File: src/rtl/uart_rb_pkg.sv
package uart_rb_pkg;
  localparam int ADDR_W = 5;
  localparam int NSRC   = 2;
  localparam int SRC_TX = 0;
  localparam int SRC_RX = 1;

  localparam logic [ADDR_W-1:0] A_EN    = 5'h00;
  localparam logic [ADDR_W-1:0] A_CTRL  = 5'h01;
  localparam logic [ADDR_W-1:0] A_STAT  = 5'h02;
  localparam logic [ADDR_W-1:0] A_FRM   = 5'h03;
  localparam logic [ADDR_W-1:0] A_DATA  = 5'h04;
  localparam logic [ADDR_W-1:0] A_DIVL  = 5'h08;
  localparam logic [ADDR_W-1:0] A_DIVH  = 5'h09;
  localparam logic [ADDR_W-1:0] A_FSTAT = 5'h0A;
  localparam logic [ADDR_W-1:0] A_FCFG  = 5'h0B;
  localparam logic [ADDR_W-1:0] A_FCLR  = 5'h1C;
  localparam logic [ADDR_W-1:0] A_FSET  = 5'h1D;
  localparam logic [ADDR_W-1:0] A_IEN   = 5'h1E;
  localparam logic [ADDR_W-1:0] A_IST   = 5'h1F;

  localparam logic [7:0] FCFG_RST  = 8'h88;
  localparam logic [7:0] FCFG_MASK = 8'h8F;
endpackage

File: src/rtl/rb_fifo.sv
module rb_fifo #(
  parameter int W     = 8,
  parameter int DEPTH = 16,
  localparam int AW   = $clog2(DEPTH),
  localparam int CW   = $clog2(DEPTH + 1)
) (
  input  logic          clk_i,
  input  logic          rst_ni,
  input  logic          clr_i,
  input  logic          single_i,
  input  logic          push_i,
  input  logic [W-1:0]  din_i,
  input  logic          pop_i,
  output logic [W-1:0]  dout_o,
  output logic [CW-1:0] cnt_o,
  output logic          empty_o,
  output logic          full_o
);
  logic [W-1:0]  mem [DEPTH];
  logic [AW-1:0] wp_q, rp_q;
  logic          do_push, do_pop;

  assign empty_o = (cnt_o == '0);
  assign full_o  = single_i ? !empty_o : (cnt_o == CW'(DEPTH));
  assign do_push = push_i && !full_o && !clr_i;
  assign do_pop  = pop_i && !empty_o && !clr_i;
  assign dout_o  = mem[rp_q];

  function automatic logic [AW-1:0] nxt(input logic [AW-1:0] p);
    return (p == AW'(DEPTH - 1)) ? '0 : p + 1'b1;
  endfunction

  always_ff @(posedge clk_i or negedge rst_ni) begin
    if (!rst_ni) begin
      wp_q  <= '0;
      rp_q  <= '0;
      cnt_o <= '0;
    end else if (clr_i) begin
      wp_q  <= '0;
      rp_q  <= '0;
      cnt_o <= '0;
    end else begin
      if (do_push) wp_q <= nxt(wp_q);
      if (do_pop)  rp_q <= nxt(rp_q);
      case ({do_push, do_pop})
        2'b10:   cnt_o <= cnt_o + 1'b1;
        2'b01:   cnt_o <= cnt_o - 1'b1;
        default: ;
      endcase
    end
  end

  always_ff @(posedge clk_i) begin
    if (do_push) mem[wp_q] <= din_i;
  end
endmodule

File: src/rtl/rb_irq.sv
module rb_irq #(
  parameter int N = 2
) (
  input  logic         clk_i,
  input  logic         rst_ni,
  input  logic         clr_all_i,
  input  logic [N-1:0] cond_i,
  input  logic [N-1:0] set_i,
  input  logic [N-1:0] clr_i,
  input  logic [N-1:0] ien_i,
  output logic [N-1:0] flag_o,
  output logic         irq_o
);
  for (genvar i = 0; i < N; i++) begin : g_src
    always_ff @(posedge clk_i or negedge rst_ni) begin
      if (!rst_ni)        flag_o[i] <= 1'b0;
      else if (clr_all_i) flag_o[i] <= 1'b0;
      else                flag_o[i] <= set_i[i] | cond_i[i] | (flag_o[i] & ~clr_i[i]);
    end
  end

  assign irq_o = |(flag_o & ien_i);
endmodule

File: src/rtl/uart_fifo_regbank.sv
module uart_fifo_regbank
  import uart_rb_pkg::*;
#(
  parameter int DEPTH = 16,
  parameter int DW    = 8,
  parameter int EW    = 3,
  localparam int CW   = $clog2(DEPTH + 1),
  localparam int HALF = DEPTH / 2
) (
  input  logic              clk_i,
  input  logic              rst_ni,
  input  logic              wr_en_i,
  input  logic              rd_en_i,
  input  logic [ADDR_W-1:0] addr_i,
  input  logic [7:0]        wdata_i,
  output logic [7:0]        rdata_o,
  output logic [DW-1:0]     tx_byte_o,
  output logic              tx_valid_o,
  input  logic              tx_pop_i,
  input  logic              tx_idle_i,
  input  logic [DW-1:0]     rx_byte_i,
  input  logic [EW-1:0]     rx_err_i,
  input  logic              rx_push_i,
  output logic              port_en_o,
  output logic [7:0]        frame_cfg_o,
  output logic [15:0]       divisor_o,
  output logic              irq_o
);
  logic            en_q;
  logic [2:0]      ctrl_q;
  logic [7:0]      frm_q;
  logic [15:0]     div_q;
  logic [7:0]      fcfg_q;
  logic [NSRC-1:0] ien_q;
  logic [NSRC-1:0] flags;

  logic            srst, rx_fifo_mode, tx_fifo_mode;
  logic [CW-1:0]   tx_cnt, rx_cnt, rx_lvl;
  logic            tx_empty, tx_full, rx_empty, rx_full;
  logic            tx_push, tx_pop, rx_push, rx_pop;
  logic            rx_hi, tx_lo;
  logic [DW+EW-1:0] rx_head;
  logic [EW-1:0]   head_err;
  logic [NSRC-1:0] cond, set_bits, clr_bits;
  logic [7:0]      fstat, stat, rd_mux;

  assign srst         = ctrl_q[2];
  assign rx_fifo_mode = fcfg_q[3];
  assign tx_fifo_mode = fcfg_q[7];

  // register writes
  always_ff @(posedge clk_i or negedge rst_ni) begin
    if (!rst_ni) begin
      en_q   <= 1'b0;
      ctrl_q <= '0;
      frm_q  <= '0;
      div_q  <= '0;
      fcfg_q <= FCFG_RST;
      ien_q  <= '0;
    end else if (wr_en_i) begin
      case (addr_i)
        A_EN:    en_q         <= wdata_i[0];
        A_CTRL:  ctrl_q       <= wdata_i[2:0];
        A_FRM:   frm_q        <= wdata_i;
        A_DIVL:  div_q[7:0]   <= wdata_i;
        A_DIVH:  div_q[15:8]  <= wdata_i;
        A_FCFG:  fcfg_q       <= wdata_i & FCFG_MASK;
        A_IEN:   ien_q        <= wdata_i[NSRC-1:0];
        default: ;
      endcase
    end
  end

  assign tx_push    = wr_en_i && (addr_i == A_DATA);
  assign tx_valid_o = en_q && ctrl_q[1] && !tx_empty;
  assign tx_pop     = tx_pop_i && tx_valid_o;
  assign rx_push    = rx_push_i && en_q && ctrl_q[0];
  assign rx_pop     = rd_en_i && (addr_i == A_DATA);

  rb_fifo #(.W(DW), .DEPTH(DEPTH)) u_tx_fifo (
    .clk_i    (clk_i),
    .rst_ni   (rst_ni),
    .clr_i    (srst),
    .single_i (!tx_fifo_mode),
    .push_i   (tx_push),
    .din_i    (wdata_i[DW-1:0]),
    .pop_i    (tx_pop),
    .dout_o   (tx_byte_o),
    .cnt_o    (tx_cnt),
    .empty_o  (tx_empty),
    .full_o   (tx_full)
  );

  rb_fifo #(.W(DW + EW), .DEPTH(DEPTH)) u_rx_fifo (
    .clk_i    (clk_i),
    .rst_ni   (rst_ni),
    .clr_i    (srst),
    .single_i (!rx_fifo_mode),
    .push_i   (rx_push),
    .din_i    ({rx_err_i, rx_byte_i}),
    .pop_i    (rx_pop),
    .dout_o   (rx_head),
    .cnt_o    (rx_cnt),
    .empty_o  (rx_empty),
    .full_o   (rx_full)
  );

  // level never below half depth
  assign rx_lvl = CW'(HALF) + CW'(fcfg_q[2:0]);
  assign rx_hi  = rx_fifo_mode ? (rx_cnt > rx_lvl) : !rx_empty;
  assign tx_lo  = tx_fifo_mode ? (tx_cnt <= CW'(HALF)) : tx_empty;

  assign cond[SRC_TX] = tx_lo;
  assign cond[SRC_RX] = rx_hi;
  assign set_bits = (wr_en_i && addr_i == A_FSET) ? wdata_i[NSRC-1:0] : '0;
  assign clr_bits = (wr_en_i && addr_i == A_FCLR) ? wdata_i[NSRC-1:0] : '0;

  rb_irq #(.N(NSRC)) u_irq (
    .clk_i     (clk_i),
    .rst_ni    (rst_ni),
    .clr_all_i (srst),
    .cond_i    (cond),
    .set_i     (set_bits),
    .clr_i     (clr_bits),
    .ien_i     (ien_q),
    .flag_o    (flags),
    .irq_o     (irq_o)
  );

  assign head_err = rx_empty ? '0 : rx_head[DW+EW-1:DW];
  assign fstat = {tx_lo, 2'b00, tx_full, rx_hi, rx_empty, 2'b00};
  assign stat  = {1'b0, tx_empty & tx_idle_i, 3'b000, 3'(head_err)};

  always_comb begin
    rd_mux = '0;
    case (addr_i)
      A_EN:    rd_mux = {7'd0, en_q};
      A_CTRL:  rd_mux = {5'd0, ctrl_q};
      A_STAT:  rd_mux = stat;
      A_FRM:   rd_mux = frm_q;
      A_DATA:  rd_mux = rx_empty ? '0 : 8'(rx_head[DW-1:0]);
      A_DIVL:  rd_mux = div_q[7:0];
      A_DIVH:  rd_mux = div_q[15:8];
      A_FSTAT: rd_mux = fstat;
      A_FCFG:  rd_mux = fcfg_q;
      A_IEN:   rd_mux = 8'(ien_q);
      A_IST:   rd_mux = 8'(flags & ien_q);
      default: rd_mux = '0;
    endcase
  end

  always_ff @(posedge clk_i or negedge rst_ni) begin
    if (!rst_ni)      rdata_o <= '0;
    else if (rd_en_i) rdata_o <= rd_mux;
  end

  assign port_en_o   = en_q;
  assign frame_cfg_o = frm_q;
  assign divisor_o   = div_q;

  logic unused_ok;
  assign unused_ok = rx_full;
endmodule

File: config.mk
export PLATFORM = sky130hd
export DESIGN_NAME = uart_fifo_regbank
export DESIGN_NICKNAME = d
export VERILOG_FILES = /design/src/rtl/uart_rb_pkg.sv /design/src/rtl/rb_fifo.sv /design/src/rtl/rb_irq.sv /design/src/rtl/uart_fifo_regbank.sv
export SDC_FILE = /design/constraint.sdc
export NUM_CORES = 1
export LEC_CHECK = 0
export CAP_MARGIN = 20
export CORE_UTILIZATION = 60
export DETAILED_ROUTE_END_ITERATION = 10
export PLACE_DENSITY_LB_ADDON = 0.2
export SKIP_CTS_REPAIR_TIMING = 1
export SLEW_MARGIN = 25
export SYNTH_ARGS = -nofsm -noshare
export SYNTH_HDL_FRONTEND = slang
export SYNTH_SLANG_ARGS = --single-unit
File: constraint.sdc
create_clock -name clk_i -period 4.5 [get_ports clk_i]
set_clock_uncertainty 0.15 [all_clocks]
set_input_delay 0.9 -clock clk_i [delete_from_list [all_inputs] [get_ports clk_i]]
set_output_delay 0.9 -clock clk_i [all_outputs]
set_load 0.05 [all_outputs]
Yosys cells after proc, flatten, opt, wreduce, memory -nomap -nowiden:

Memories as Yosys holds them, arrays and structs flattened.
Index checks and enable logic that the tools add are counted.

* bits in latches: 0
* memories: 2
* memory bits (writable): 304
* memory bits (read-only): 0
* flip-flop bits (word level): 71

Memories
* u_rx_fifo.mem: words 16, width 11, read ports 1, clocked after memory_dff 0, wr ports 1, line rb_fifo.sv:19 `logic [W-1:0] mem [DEPTH];`
* u_tx_fifo.mem: words 16, width 8, read ports 1, clocked after memory_dff 0, wr ports 1, line rb_fifo.sv:19

* multiplexer cells: 31
* add/subtract/negate cells: 9
* bitwise operators: 11
* equal/unequal tests: 22
* multiply operators: 0
* reductions and logical operators: 39
* shifts and indexed selects: 0
* $lt $le $gt $ge: 2
* divide/modulo/power cells: 0

Operators by type and width (number)
* $pmux 8 s11: 1
* $mux 4: 12
* $eq 5x5->1 const B: 6
* $eq 5x4->1 const B: 4
* $pmux 5 s2: 2
* $logic_and 1x1->1: 17
* $add 4x1->4 const B: 4
* $eq 4x4->1 const B: 4
* $logic_not 5->1: 3
* $reduce_and 2->1: 7
* $add 5x1->5 const B: 2
* $eq 5x2->1 const B: 2
* $mux 1: 10
* $mux 5: 2
* $sub 5x1->5 const B: 2
* $mux 8: 1
* $reduce_bool 2->1: 4
* $reduce_bool 3->1: 2
* $add 4x3->5 const A: 1
* $eq 5x1->1 const B: 1
* $eq 5x3->1 const B: 1
* $gt 5x5->1: 1
* $le 5x4->1 const B: 1
* $logic_not 1->1: 5
* 9 further kinds: 19

Logic depth before layout (Yosys ltp):

Gate-level depths: netlist of the first run.

* depth after elaboration: 9
* mapped depth: 14
* depth with buffers taken out: 12

Hierarchy:

From an unflattened synthesis of the first run, not the netlist that was laid out.

* cell total of the unflattened synthesis: 935
* area, all modules: 16002.8 µm²

Modules (own cells, without submodules)
* rb_fifo (u_rx_fifo): cells each 363, seq. area each 5610.4 µm², area an instance 7589.8 µm², times used 1
* rb_fifo (u_tx_fifo): cells each 352, seq. area each 4169.0 µm², area an instance 5890.6 µm², times used 1
* uart_fifo_regbank: cells each 211, seq. area each 1078.5 µm², area an instance 2433.6 µm², times used 1
* rb_irq: cells each 9, seq. area each 50.0 µm², area an instance 88.8 µm², times used 1

Worst setup path before layout of the first run:

Ideal clock, no wire load.

* kind: input-to-reg
* from: input port addr_i[3]
* to: register u_rx_fifo.cnt_o[4]
* cell stages on the path: 13
* data arrival time: 3.347 ns
* path slack: 0.876 ns
* data required time: 4.222 ns
* setup time: 0.128 ns
* cell sequence: buf_2 nor4b_4 o211a_4 nand2_1 buf_4 or3_1 inv_1 ha_1 nor2b_1 o21ai_0 nand2b_1 a31oi_1 mux2_1

* cells in the longest elaborated chain, start to end: 7

RTL lines
* start: declaration: line uart_fifo_regbank.sv:14 `input logic [ADDR_W-1:0] addr_i,`
* $eq 5x3->1 *: line uart_fifo_regbank.sv:78 `assign rx_pop = rd_en_i && (addr_i == A_DATA);`
* $logic_and 1x1->1 *: line uart_fifo_regbank.sv:78
* $logic_and 1x1->1 * (2 in a row): line rb_fifo.sv:26 `assign do_pop = pop_i && !empty_o && !clr_i;`
* $eq 2x1->1 or $eq 2x2->1 (tied branches): line rb_fifo.sv:45 `case ({do_push, do_pop})`
* $pmux 5 s2: line rb_fifo.sv:45
* $mux 5: line rb_fifo.sv:38 `end else if (clr_i) begin`
* end signal: assignment: line rb_fifo.sv:46 `2'b10: cnt_o <= cnt_o + 1'b1;`
* end signal: assignment: line rb_fifo.sv:47 `2'b01: cnt_o <= cnt_o - 1'b1;`
* end: declaration: line rb_fifo.sv:15 `output logic [CW-1:0] cnt_o,`

Mark *: on every way between the ends. The rest lies on a longest branch, timed or not.
A chain may end at the register's enable or synchronous reset.

Worst setup path after layout of the first run:

* from: register u_tx_fifo.rp_q[0]
* to: output port tx_byte_o[1]

* cells in the longest elaborated chain, start to end: 1

RTL lines
* start: declaration: line rb_fifo.sv:20 `logic [AW-1:0] wp_q, rp_q;`
* start signal: assignment: line rb_fifo.sv:44 `if (do_pop) rp_q <= nxt(rp_q);`
* $mem_v2 16x8
* end: declaration: line uart_fifo_regbank.sv:17 `output logic [DW-1:0] tx_byte_o,`

No other way between the ends.

==> summary.md, run 1 <==
| Metric | Value |
|---|---|
| Clk buf depth | 3 |
| All-Layer GR Usage | 27.0% |
| Period utilization | 92.6% |
| Yosys reg bits | 375 |
| Dominant cell type by area after synthesis | edfxtp_1 |
| Vias | 9028 |
| Critical Path AT | roughly 3.1 ns |
| TritonCTS clock tree | built |
| Largest net degree at the start of global routing | just over 70 |
| Register area share after synthesis | 68.7% |
| Worst Setup Path Type | flop to output pin |
| Final Hold Violating Endpoints | 0 |
| Initial antenna violation count | 0 |
| Vias in the first global route | 8999 |
| Startpoint types | flop |
| I/O pin count | 74 |
| WP buf/inv | 2 |
| Max-cap violations | 0 |
| First-pass GRT wire length | approximately 54000 um |
| Max VDD drop | 483 uV |
| Tmin final | roughly 4.2 ns |
| Fin area | 18300 um2 |
| WP depth | 6 |
| Port Buf Inserts | 73 |
| Dpl cell area | around 17000 um2 |
| Peak per-stage delay on the critical path | ~0.8 ns |
| Initial DRC count | 875 |
| Sink Count | 375 |
| Worst hold stages | 2 |
| Crit path cell chain | buf_4 -> mux2i_1 -> a221oi_1 -> o21ai_0 -> nand2_1 -> clkdlybuf4s50_1 |
| Final setup fails | 0 |
| Worst Setup End Kind | output pin |
| Worst hold-check path type | flop to flop |
| Fin. max-slew vios | 0 |
| Fillcell total | around 1700 |
| Pre-CTS setup slack | between 0.3 and 0.4 ns |
| Top_reg_cell synth | edfxtp_1 |
| Hold EP | rdata_o[6] |
| Worst R2R Setup Slack | 1.06 ns |
| Top delay family on crit path | buffers and inverters |
| Power per Cell Area | around 430 nW/um2 |
| Hold Startpoint | rdata_o[6] |
| CP max stage cell | clkdlybuf4s50_1 |
| Final Wtd Congestion | 0.885 |
| Residual DRC count | 0 |
| Initial Utilization | 61.1% |
| Syn avg cell area | 16.3 um2 |
| Number of synthesized flops with an enable pin | 304 |
| Top cell type's share of synthesized area | a little under three fifths |
| Post-Syn Instances | between 900 and 1000 |
| GRT overflow | 0 |
| RR Startpoint | u_tx_fifo.cnt_o[1] |
| Average wire per standard cell | 24.5 um |
| Placed Instances | 1373 |
| Routed wire length | 35200 um |
| Post-synthesis cell type count | 63 |
| Final core utilization | a little over two thirds |
| Die H | 165 um |
| Async set-or-reset flop fraction in the synthesized netlist | between 10% and 20% |
| Status | complete, no violations |
| Clock Latency Late Sink | 0.53 ns |
| Root Driver | clkbuf_16 |
| Die X | roughly 160 um |
| FP Rows | 59 |
| Area growth from synthesis to layout | 15.3% |
| Vias per cell | 6.27 |
| DR pass1 iterations | 5 |
| DRT antenna net count | 0 |
| Syn. warnings | 0 |
| Final nets | 1130 |
| Clock Pin Slew Worst Setup and Hold Paths | 0.06 ns |
| # H-tree levels | 2 |
| Slew headroom | about 30% |
| CP max FO | 16 |
| Core area | 26000 um2 |
| Post-synth net total | roughly 1000 |
| Antenna diode count | 0 |
| Ratio of cells with drive above 1 in the final layout | roughly a fifth |
| TritonCTS Buffers | 38 |
| Post-detail-place hpwl | ~22000 um |
| CP Data Required Time | 3.45 ns |
| F_max | 240 MHz |
| Static leakage | 0.00630 uW |
| Worst slew pin tran | 1.05 ns |
| Die footprint | 27100 um2 |
| Total negative slack | 0 ns |
| RSZ-0062 raised after global routing | false |
| Reg-to-Reg End | u_tx_fifo.cnt_o[4] |
| Final setup margin | 0.333 ns |
| Final cell count without fillers | 1439 |
| Path depth of the worst reg2reg path | 12 |
| Post-synthesis cell area | approximately 16000 um2 |
| Synth area leaders | edfxtp_1 57%, dfrtp_1 11%, mux4_2 7.4% |
-- layer usage --
metal / wire, um / track usage (%)
met1: 14500 / 36.8
met2: 18000 / 46.0
met3: 1950 / 3.52
met4: 769 / 8.05
met5: 0 / 0
-- power breakdown --
group	total [uW]	internal, uW	switching, uW
Clock	3010	1740	1270
Combinational	869	357	512
Sequential	3990	3850	141
-- cell usage after synthesis, drive strengths merged (2+ instances only) --
library cell and count:
a2111oi 3, a211oi 6, a21o 3, a21oi 38, a221oi 14, a22o 4, a22oi 25, a311oi 4
a31oi 9, a32oi 2, and2 11, and3 11, buf 24, clkbuf 22, dfrtp 69, dfstp 2
edfxtp 304, fa 2, ha 19, inv 20, mux2 46, mux2i 47, mux4 52, nand2 56
nand2b 5, nand3 11, nand4 4, nor2 51, nor2b 15, nor3 17, o211ai 4, o21ai 38
o22a 2, o31a 2, or3 6, or4 3, xnor2 10, xor2 4
-- layout by cell type, fill, tap and decap left out, types with 25 or more instances in the layout --
cell	instances
clkbuf_16	38
clkdlybuf4s50_1	72
nor2_1	48
mux2_2	45
o21ai_0	38
dfrtp_1	66
edfxtp_1	304
a22oi_1	25
nand2_1	56
mux2i_1	45
a21oi_1	38
mux4_2	52
buf_4	35
-- metrics by stage --
step / total power [uW] / hold WS [ns]
3_5_place_dp: 4930 / 0.341
6_report: 7870 / 0.348
5_1_grt: 8100 / 0.386
2_1_floorplan: 4610 / 0.348
3_3_place_gp: 4910 / 0.329
4_1_cts: 7900 / 0.354
-- worst max path at each step --
stage | from | end | slack, ns
after floorplan | addr_i[3] | u_rx_fifo.cnt_o[4] | 0.88
after global placement | addr_i[3] | u_rx_fifo.cnt_o[4] | 0.45
after detailed placement | addr_i[3] | u_rx_fifo.cnt_o[4] | 0.37
after CTS | u_tx_fifo.rp_q[0] | tx_byte_o[1] | 0.32
after global routing | u_tx_fifo.rp_q[0] | tx_byte_o[3] | 0.19
final | u_tx_fifo.rp_q[0] | tx_byte_o[1] | 0.33
-- registers in the layout (all words and copies together) (netlist names), 5 cells and up --
| name | count |
|---|---|
| u_tx_fifo.cnt_o | 5 |
| fcfg_q | 5 |
| rdata_o | 8 |
| frame_cfg_o | 8 |
| u_rx_fifo.mem | 176 |
| u_tx_fifo.mem | 128 |
| u_rx_fifo.cnt_o | 5 |
| divisor_o | 16 |
-- cell families (layout without fill, tap and decap cells) --
kind of cell | count (synthesis) | count (layout) | synth area share (%)
xor+xnor | 14 | 14 | 1.01
flops | 375 | 375 | 68.7
simple gates | 195 | 195 | 6.31
mux | 145 | 145 | 13.8
fa+ha+maj | 22 | 22 | 1.81
buf+inv | 67 | 195 | 1.79
compound gates | 158 | 158 | 6.68
-- final cells by class --
type / count / area [um2] / share of cell area [%]
inverter: 21 / 78.8 / 0.430
sequential: 375 / 10900 / 59.6
clock buffer: 43 / 980 / 5.35
timing repair buffer: 108 / 1000 / 5.48
tap: 335 / 419 / 2.29
clock inverter: 23 / 200 / 1.09
multi-input combinational: 534 / 4720 / 25.8
-- worst min-delay path: cells and delay by family (launching register included) --
kind           cells  cell delay (ns)
AO/OA/AOI/OAI      2             0.12
flip-flops         1             0.34
Power figures use the tool's default switching activity.
==> inputs of run 2 (changes only) <==
Settings changed: CORE_MARGIN from default to 3.
==> summary.md, run 2 (synthesis gave the netlist of run 1 again) <==
| Metric | Value |
|---|---|
| Clock Pin Slew Worst Setup and Hold Paths | 0.06 ns |
| Sw frac | 24.0% |
| Period utilization | 96.0% |
| Ratio of cells with drive above 1 in the final layout | 19.5% |
| Switching Power | 1880 uW |
| Clk buf depth | 3 |
| Startpoint types | flop |
| Final Hold Violating Endpoints | 0 |
| Die footprint | 28500 um2 |
| Initial Utilization | 62.0% |
| Clk network pwr share | 38.1% |
| Area growth from synthesis to layout | 15.4% |
| Status | complete, no violations |
| # H-tree levels | 2 |
| TritonCTS clock tree | built |
| M2 GR Usage | 40.0% |
| All-Layer GR Usage | approximately a quarter |
| Initial antenna violation count | 1 |
| WHS | 0.362 ns |
| DRT antenna net count | 0 |
| CP max FO | 21 |
| Die X | approximately 170 um |
| GRT overflow | 0 |
| Busiest grt layer | met2 |
| Comb power frac | 10.9% |
| I/O pin count | 74 |
| Total negative slack | 0 ns |
| Final nets | around 1100 |
| Fin. max-slew vios | 0 |
| FP Rows | 58 |
| Post-detail-place hpwl | 22300 um |
| Core area | roughly 26000 um2 |
| M3 GR Usage | 4.88% |
| First-pass GRT wire length | 53400 um |
| TritonCTS Buffers | 39 |
| Sink Count | 375 |
| Share of power burned in registers | 50.9% |
| Worst Setup End Kind | output pin |
| Clock Latency Late Sink | 0.51 ns |
| Number of flip-flops in the largest register | 176 |
| Static leakage | approximately 0.0063 uW |
| Die H | 169 um |
| Pint | 5960 uW |
| Max VDD drop | 365 uV |
| Top reg by flops | u_rx_fifo.mem |
| Most frequent cells in the layout | 304 x edfxtp_1, 72 x clkdlybuf4s50_1, 66 x dfrtp_1 |
| Tmin final | approximately 4.3 ns |
| Average wire per standard cell | around 24 um |
| DR pass1 iterations | 7 |
| Most common cell after layout, fill and taps aside | edfxtp_1 |
| Placed Instances | between 1000 and 1500 |
| Max-cap violations | 0 |
| Worst R2R Setup Slack | 1.02 ns |
| RSZ-0062 raised after global routing | false |
| Final Wtd Congestion | 0.862 |
| Worst Setup Path Type | flop to output pin |
| Slew headroom | 35.2% |
| Power per Cell Area | around 430 nW/um2 |
| Root Driver | clkbuf_16 |
| Worst hold-check path type | primary input to async pin |
| Port Buf Inserts | 73 |
| GR met1 Demand/Resource | between 30% and 40% |
| Final Total Pwr | 7840 uW |
| Antenna diode count | 0 |
| Vias | around 9000 |
| Vias in the first global route | 9238 |
| Largest net degree at the start of global routing | 72 |
| Routed wire length | 34200 um |
| Fillcell total | 1601 |
| Initial DRC count | 868 |
| Worst slew pin tran | around 0.97 ns |
| CP Data Required Time | 3.45 ns |
| Residual DRC count | 0 |
| F_max | approximately 230 MHz |
| Final cell count without fillers | 1440 |
| Critical Path AT | about 3.3 ns |
| Final setup fails | 0 |
| Vias per cell | about 6.2 |
==> run 2: power by group through the flow <==
stage          clock, uW  combinational [uW]  sequential, uW
2_1_floorplan          0                 458            4150
3_3_place_gp           0                 837            4060
3_5_place_dp           0                 854            4060
4_1_cts             3030                 860            3990
5_1_grt             3180                 911            4010
6_report            2990                 858            3990
==> run 2: area by class of cell <==
type	instances	area (um2)	area share [%]
clock buffers	46	1000	5.46
flip-flops and latches	375	10900	59.5
inverters	21	78.8	0.430
repair buffers	113	1040	5.68
well taps	330	413	2.25
clock inverters	21	171	0.935
multi-input cells	534	4720	25.7
==> run 2: worst paths after layout <==
| check | start | endpoint | cells after the start |
|---|---|---|---|
| max | u_tx_fifo.rp_q[0] | tx_byte_o[2] | 6 |
| min | rst_ni | u_irq.flag_o[1] | 1 |
| max reg2reg | u_tx_fifo.cnt_o[0] | u_tx_fifo.cnt_o[4] | 12 |
| min reg2reg | frame_cfg_o[7] | frame_cfg_o[7] | 1 |
| max in group asynchronous | rst_ni | u_rx_fifo.rp_q[0] | 1 |
| min in group clk_i | frame_cfg_o[7] | frame_cfg_o[7] | 1 |
==> run 2: metal layers <==
| layer | vias up | part of all wire (%) | wire, um |
|---|---|---|---|
| met5 | - | 0.038 | 13 |
| met4 | 2 | 3.9 | 1340 |
| li1 | 4049 | - | - |
| met1 | 4527 | 40 | 13800 |
| met2 | 316 | 49 | 16800 |
| met3 | 94 | 6.5 | 2230 |
==> run 2: stage by stage <==
step                      setup slack, ns  util (%)  instance area [um2]
after floorplan                     0.876         -                15900
after global placement              0.448      67.0                17200
after detailed placement            0.342      67.0                17200
after CTS                           0.151      71.6                18300
after global routing               0.0207      71.6                18300
final                               0.179      71.6                18300
==> run 2: critical path, cell delays in order (launching register included) <==
cell and delay (ns):
dfrtp_2 0.73, buf_4 0.38, mux2i_1 0.12, a221oi_1 0.44, o21ai_0 0.17, nand2_1 0.11, clkdlybuf4s50_1 0.80
